--- src/rtl/sea_pkg.sv ---
package sea_pkg;
  typedef enum logic [1:0] {
    ST_IDLE   = 2'd0,
    ST_WINDOW = 2'd1,
    ST_ERASE  = 2'd2
  } sea_state_e;
endpackage

--- src/rtl/sea_sector_dec.sv ---
module sea_sector_dec #(
  parameter int ADDR_W   = 17,
  parameter int SEC_BITS = 3,
  localparam int N_SEC   = 1 << SEC_BITS
) (
  input  logic [ADDR_W-1:0] addr,
  output logic [N_SEC-1:0]  onehot
);
  logic [SEC_BITS-1:0] idx;
  assign idx = addr[ADDR_W-1 -: SEC_BITS];

  for (genvar g = 0; g < N_SEC; g++) begin : g_bit
    assign onehot[g] = (idx == SEC_BITS'(g));
  end
endmodule

--- src/rtl/sea_count.sv ---
module sea_count #(
  parameter int LIMIT = 16,
  localparam int CW   = $clog2(LIMIT + 1)
) (
  input  logic clk,
  input  logic rst_n,
  input  logic clear,
  input  logic run,
  output logic last
);
  logic [CW-1:0] cnt;

  always_ff @(posedge clk) begin
    if (!rst_n || clear) cnt <= '0;
    else if (run)        cnt <= cnt + 1'b1;
  end

  assign last = (cnt == CW'(LIMIT - 1));
endmodule

--- src/rtl/sector_erase_accum.sv ---
module sector_erase_accum #(
  parameter int ADDR_W     = 17,
  parameter int SEC_BITS   = 3,
  parameter int WINDOW_CYC = 20000,
  parameter int ERASE_CYC  = 64,
  localparam int N_SEC     = 1 << SEC_BITS
) (
  input  logic              clk,
  input  logic              rst_n,
  input  logic              se_cmd,
  input  logic [ADDR_W-1:0] se_addr,
  input  logic              other_cmd,
  input  logic              wr_start,
  output logic [N_SEC-1:0]  sector_mask,
  output logic              erase_start,
  output logic              window_open
);
  import sea_pkg::*;

  sea_state_e       state;
  logic [N_SEC-1:0] sel;
  logic             restart;
  logic             win_last;
  logic             ers_last;
  logic             in_window;
  logic             erasing;

  assign in_window = (state == ST_WINDOW);
  assign erasing   = (state == ST_ERASE);
  assign restart   = se_cmd | wr_start;

  sea_sector_dec #(.ADDR_W(ADDR_W), .SEC_BITS(SEC_BITS)) u_dec (
    .addr   (se_addr),
    .onehot (sel)
  );

  sea_count #(.LIMIT(WINDOW_CYC)) u_win (
    .clk   (clk),
    .rst_n (rst_n),
    .clear (!in_window || restart),
    .run   (in_window),
    .last  (win_last)
  );

  sea_count #(.LIMIT(ERASE_CYC)) u_busy (
    .clk   (clk),
    .rst_n (rst_n),
    .clear (!erasing),
    .run   (erasing),
    .last  (ers_last)
  );

  always_ff @(posedge clk) begin
    if (!rst_n) begin
      state       <= ST_IDLE;
      sector_mask <= '0;
      erase_start <= 1'b0;
    end else begin
      erase_start <= 1'b0;
      unique case (state)
        ST_IDLE: begin
          if (se_cmd) begin
            sector_mask <= sel;
            state       <= ST_WINDOW;
          end
        end
        ST_WINDOW: begin
          if (other_cmd) begin
            sector_mask <= '0;
            state       <= ST_IDLE;
          end else if (se_cmd) begin
            sector_mask <= sector_mask | sel;
          end else if (!wr_start && win_last) begin
            state       <= ST_ERASE;
            erase_start <= 1'b1;
          end
        end
        ST_ERASE: begin
          if (ers_last) begin
            sector_mask <= '0;
            state       <= ST_IDLE;
          end
        end
        default: state <= ST_IDLE;
      endcase
    end
  end

  assign window_open = in_window;
endmodule

--- config.mk ---
export PLATFORM = sky130hd
export DESIGN_NAME = sector_erase_accum
export DESIGN_NICKNAME = d
export VERILOG_FILES = /design/src/rtl/sea_pkg.sv /design/src/rtl/sea_sector_dec.sv /design/src/rtl/sea_count.sv /design/src/rtl/sector_erase_accum.sv
export SDC_FILE = /design/constraint.sdc
export NUM_CORES = 1
export LEC_CHECK = 0
export ABC_CLOCK_PERIOD_IN_PS = 3840
export BUFFER_PORTS_ARGS = -buffer_cell sky130_fd_sc_hd__clkbuf_2
export CAP_MARGIN = 20
export CORE_MARGIN = 4
export CORE_UTILIZATION = 45
export DETAILED_ROUTE_END_ITERATION = 8
export PLACE_DENSITY = 0.76
export SLEW_MARGIN = 10
export SYNTH_ARGS = -nofsm -noshare
export SYNTH_HDL_FRONTEND = slang
export SYNTH_SLANG_ARGS = --single-unit
--- constraint.sdc ---
create_clock -name clk -period 3.84 [get_ports clk]
set_input_delay 0.192 -clock clk [delete_from_list [all_inputs] [get_ports clk]]
set_output_delay 0.192 -clock clk [all_outputs]
set_load 0.02 [all_outputs]
==> flow_summary_export.csv <==
group,metric,value,unit
setup_path,cp_max_fo,7,
final_layout,multi_input_comb_area,853,sq um
placed_design,global_placement_routability_congestion,0.828,
global_route,globalRouteTotalUtil,0.152,
routing,dr.pass1.iters,4,
synthesis,synth_edf_count,0,
power_and_ir_drop,static-leakage-power,0.641,nW
timing,total_negative_setup_slacks,0,ns
floorplan,floorplan.die_area,0.00443,sq mm
routing,wire_per_inst,12.5,microns
setup_path,crit_path_start_kind,"flip-flop",
final_layout,areaGrowthSynthToFinish,15.6,%
placed_design,detailed_place.area,0.00168,sq mm
setup_path,critical_path.n_buffers_inverters,1,
hold_path,class_of_the_tightest_hold_or_removal_check,"in2reg",
floorplan,io-pin-count,32,
timing,post-route-period-util,0.492,
global_route,grt_pass1_vias,1243,
timing,max_slew_margin,0.585,
synthesis,synthMostInstantiatedCell,"dfxtp_1",
placed_design,io_port_bufs,17,
final_layout,finalNetCount,213,
clocking,clock_latency,0.35,ns
floorplan,core_area,0.00334,sq mm
synthesis,synth_largest_area_cell,"dfxtp_1",
synthesis,netlist_top_cells_area,"dfxtp_1 43%, ha_1 5.7%, xnor2_1 5.7%",
placed_design,place.detailed.hpwl,2100,microns
timing,finalWorstPathRequiredPeriod,1.89,ns
timing,hold_violations,0,
synthesis,synth_top_area_share,0.428,
floorplan,rows,21,
synthesis,synth_warn,0,
synthesis,mappedNetlistNets,190,
floorplan,die_width,66.6,microns
clocking,htree_num_levels,2,
timing,finalClockSkew,0.0142,ns
timing,max_fclk,530,MHz
power_and_ir_drop,maximum_vdd_ir_drop,222,uV
power_and_ir_drop,power_per_cell_area,418,mW/mm^2
clocking,postCtsResizedCells,0,
timing,timing.final.setup_violations,0,
synthesis,synth_area,0.00154,sq mm
run_status,status,"completed",
synthesis,average_instance_area_after_synthesis,9.59,sq um
clocking,clk_pin_slew_worst_paths,0.11,ns
setup_path,critPathMaxStageDelay,0.39,ns
global_route,antenna_violations_before_repair,0,
global_route,globalRoute.totalOverflow,0,
final_layout,ratio_of_cells_with_drive_above_1_in_the_final_layout,0.205,
routing,detailroute.via_count,1192,
timing,timing_max_transition_violations_final,0,
clocking,tritoncts.num_buffers,5,
floorplan,floorplan.die.height,66.6,microns
timing,rsz0062_at_grt,"false",
placed_design,placedCellCount,223,
routing,drc,0,
clocking,cts.sinks,33,
final_layout,antenna-diode-count,0,
routing,dr.first_iter.drc_count,43,
setup_path,cp_data_arrival_time,2.13,ns
clocking,cts_max_path_buffers,2,
synthesis,ys_seq_elements,33,
setup_path,endpoint_kind,"flip-flop",
setup_path,worstPathRequired,4.08,ns
synthesis,synth.yosys.seq_area_share,0.428,
setup_path,path_class,"reg2reg",
setup_path,timing.critical_path.slowest_stage_cell,"dfxtp_1",
synthesis,postSynthCellCount,161,
synthesis,synth_top_cells_by_count,"33 x dfxtp_1, 20 x nor2_1, 11 x nand2_1",
synthesis,postSynth.asyncResetShare,0,
synthesis,dominant_synthesized_flop_cell,"dfxtp_1",
synthesis,synthDistinctLibCells,41,
clocking,cts_setup_buffers,0,
final_layout,final-seq-area,661,sq um
floorplan,start_util,0.463,
final_layout,fillers,321,
clocking,postCtsHoldBufs,0,
clocking,cts_tree,"yes",
routing,route.final.wire_length,2880,microns
routing,drt.antenna.violating_nets,0,
clocking,clk_root_buffer_cell,"clkbuf_4",
global_route,maximum_number_of_pins_on_one_net_before_global_route_repair,17,
global_route,grt_pass1_wl,5130,microns
final_layout,final_design_area_no_fill,0.00179,sq mm
run,timing.max_cap.violations,0,
timing,worst_margin_pin_slew,0.620,ns
setup_path,worst_path_dominant_cell_family,"compound AO/OA/AOI/OAI gates",
setup_path,worstPathCellList,"inv_1 -> ha_1 -> and2b_2 -> o21bai_2 -> a31oi_2 -> a2bb2o_4",
routing,route.detailed.vias_per_inst,5.16,
final_layout,finalNonFillerCells,231,
[path summary, 6_finish.rpt]
kind	from	end	slack [ns]	depth (start not counted)
max	state[1]	sector_mask[5]	1.95	6
min	other_cmd	erase_start	0.03	2
max reg2reg	state[1]	sector_mask[5]	1.95	6
min reg2reg	u_busy.cnt[0]	u_busy.cnt[0]	0.45	1
[cells by family after synthesis]
| family | synth area share |
|---|---|
| adder cells (fa/ha/maj) | 0.0567 |
| buffers and inverters | 0.0194 |
| XOR/XNOR | 0.0851 |
| AND/OR/NAND/NOR | 0.269 |
| multiplexers | 0.00648 |
| AO/OA/AOI/OAI | 0.135 |
| flip-flops | 0.428 |
[metrics by stage]
step                      hold slack [ns]  power [mW]  worst slack (ns)   util
after floorplan                     0.268       0.412              2.08      -
after global placement              0.401       0.432              1.99  0.504
after detailed placement            0.398       0.432              2.01  0.504
after CTS                         0.00962       0.757              1.97  0.535
after global routing               0.0143       0.782              1.83  0.535
final                              0.0252       0.747              1.95  0.535
[cell usage in the layout (no fill, tap or decap), drive strengths merged, types with 2 or more instances in the layout]
master / netlist / layout
dfxtp: 33 / 33
clkbuf: 1 / 22
nor2: 20 / 20
nand2: 11 / 11
xnor2: 10 / 10
inv: 7 / 7
ha: 7 / 7
nand3: 7 / 7
nand4: 7 / 7
o2bb2ai: 6 / 6
nor4: 6 / 6
nor3: 5 / 5
xor2: 5 / 5
o21ai: 4 / 4
a21oi: 4 / 4
and3: 4 / 4
or3: 3 / 3
nand2b: 2 / 2
bufinv: 0 / 2
o31ai: 2 / 2
[report_power, final]
group          switching (mW)  internal [mW]
registers             0.00521          0.348
logic                  0.0438         0.0282
clock network           0.120          0.202
[sequential cells by signal, summed over array words and instances, names as in the netlist]
| signal | count |
|---|---|
| u_busy.cnt | 7 |
| erase_start | 1 |
| u_win.cnt | 15 |
| sector_mask | 8 |
| state | 2 |
[metal layers]
layer  vias up  global-route usage  wire length (microns)
met4         0              0.0914                     65
met5         -                   0                      0
li1        624                   -                      -
met3         7              0.0489                    122
met1       543               0.177                   1350
met2        18               0.243                   1340
[final cells by class]
class | instances | share of cell area
clock inverter | 3 | 0.0364
multi-input combinational | 120 | 0.478
inverter | 7 | 0.0147
clock buffer | 5 | 0.0210
tap | 46 | 0.0322
timing repair buffer | 17 | 0.0477
sequential | 33 | 0.370
Power figures use the tool's default switching activity.
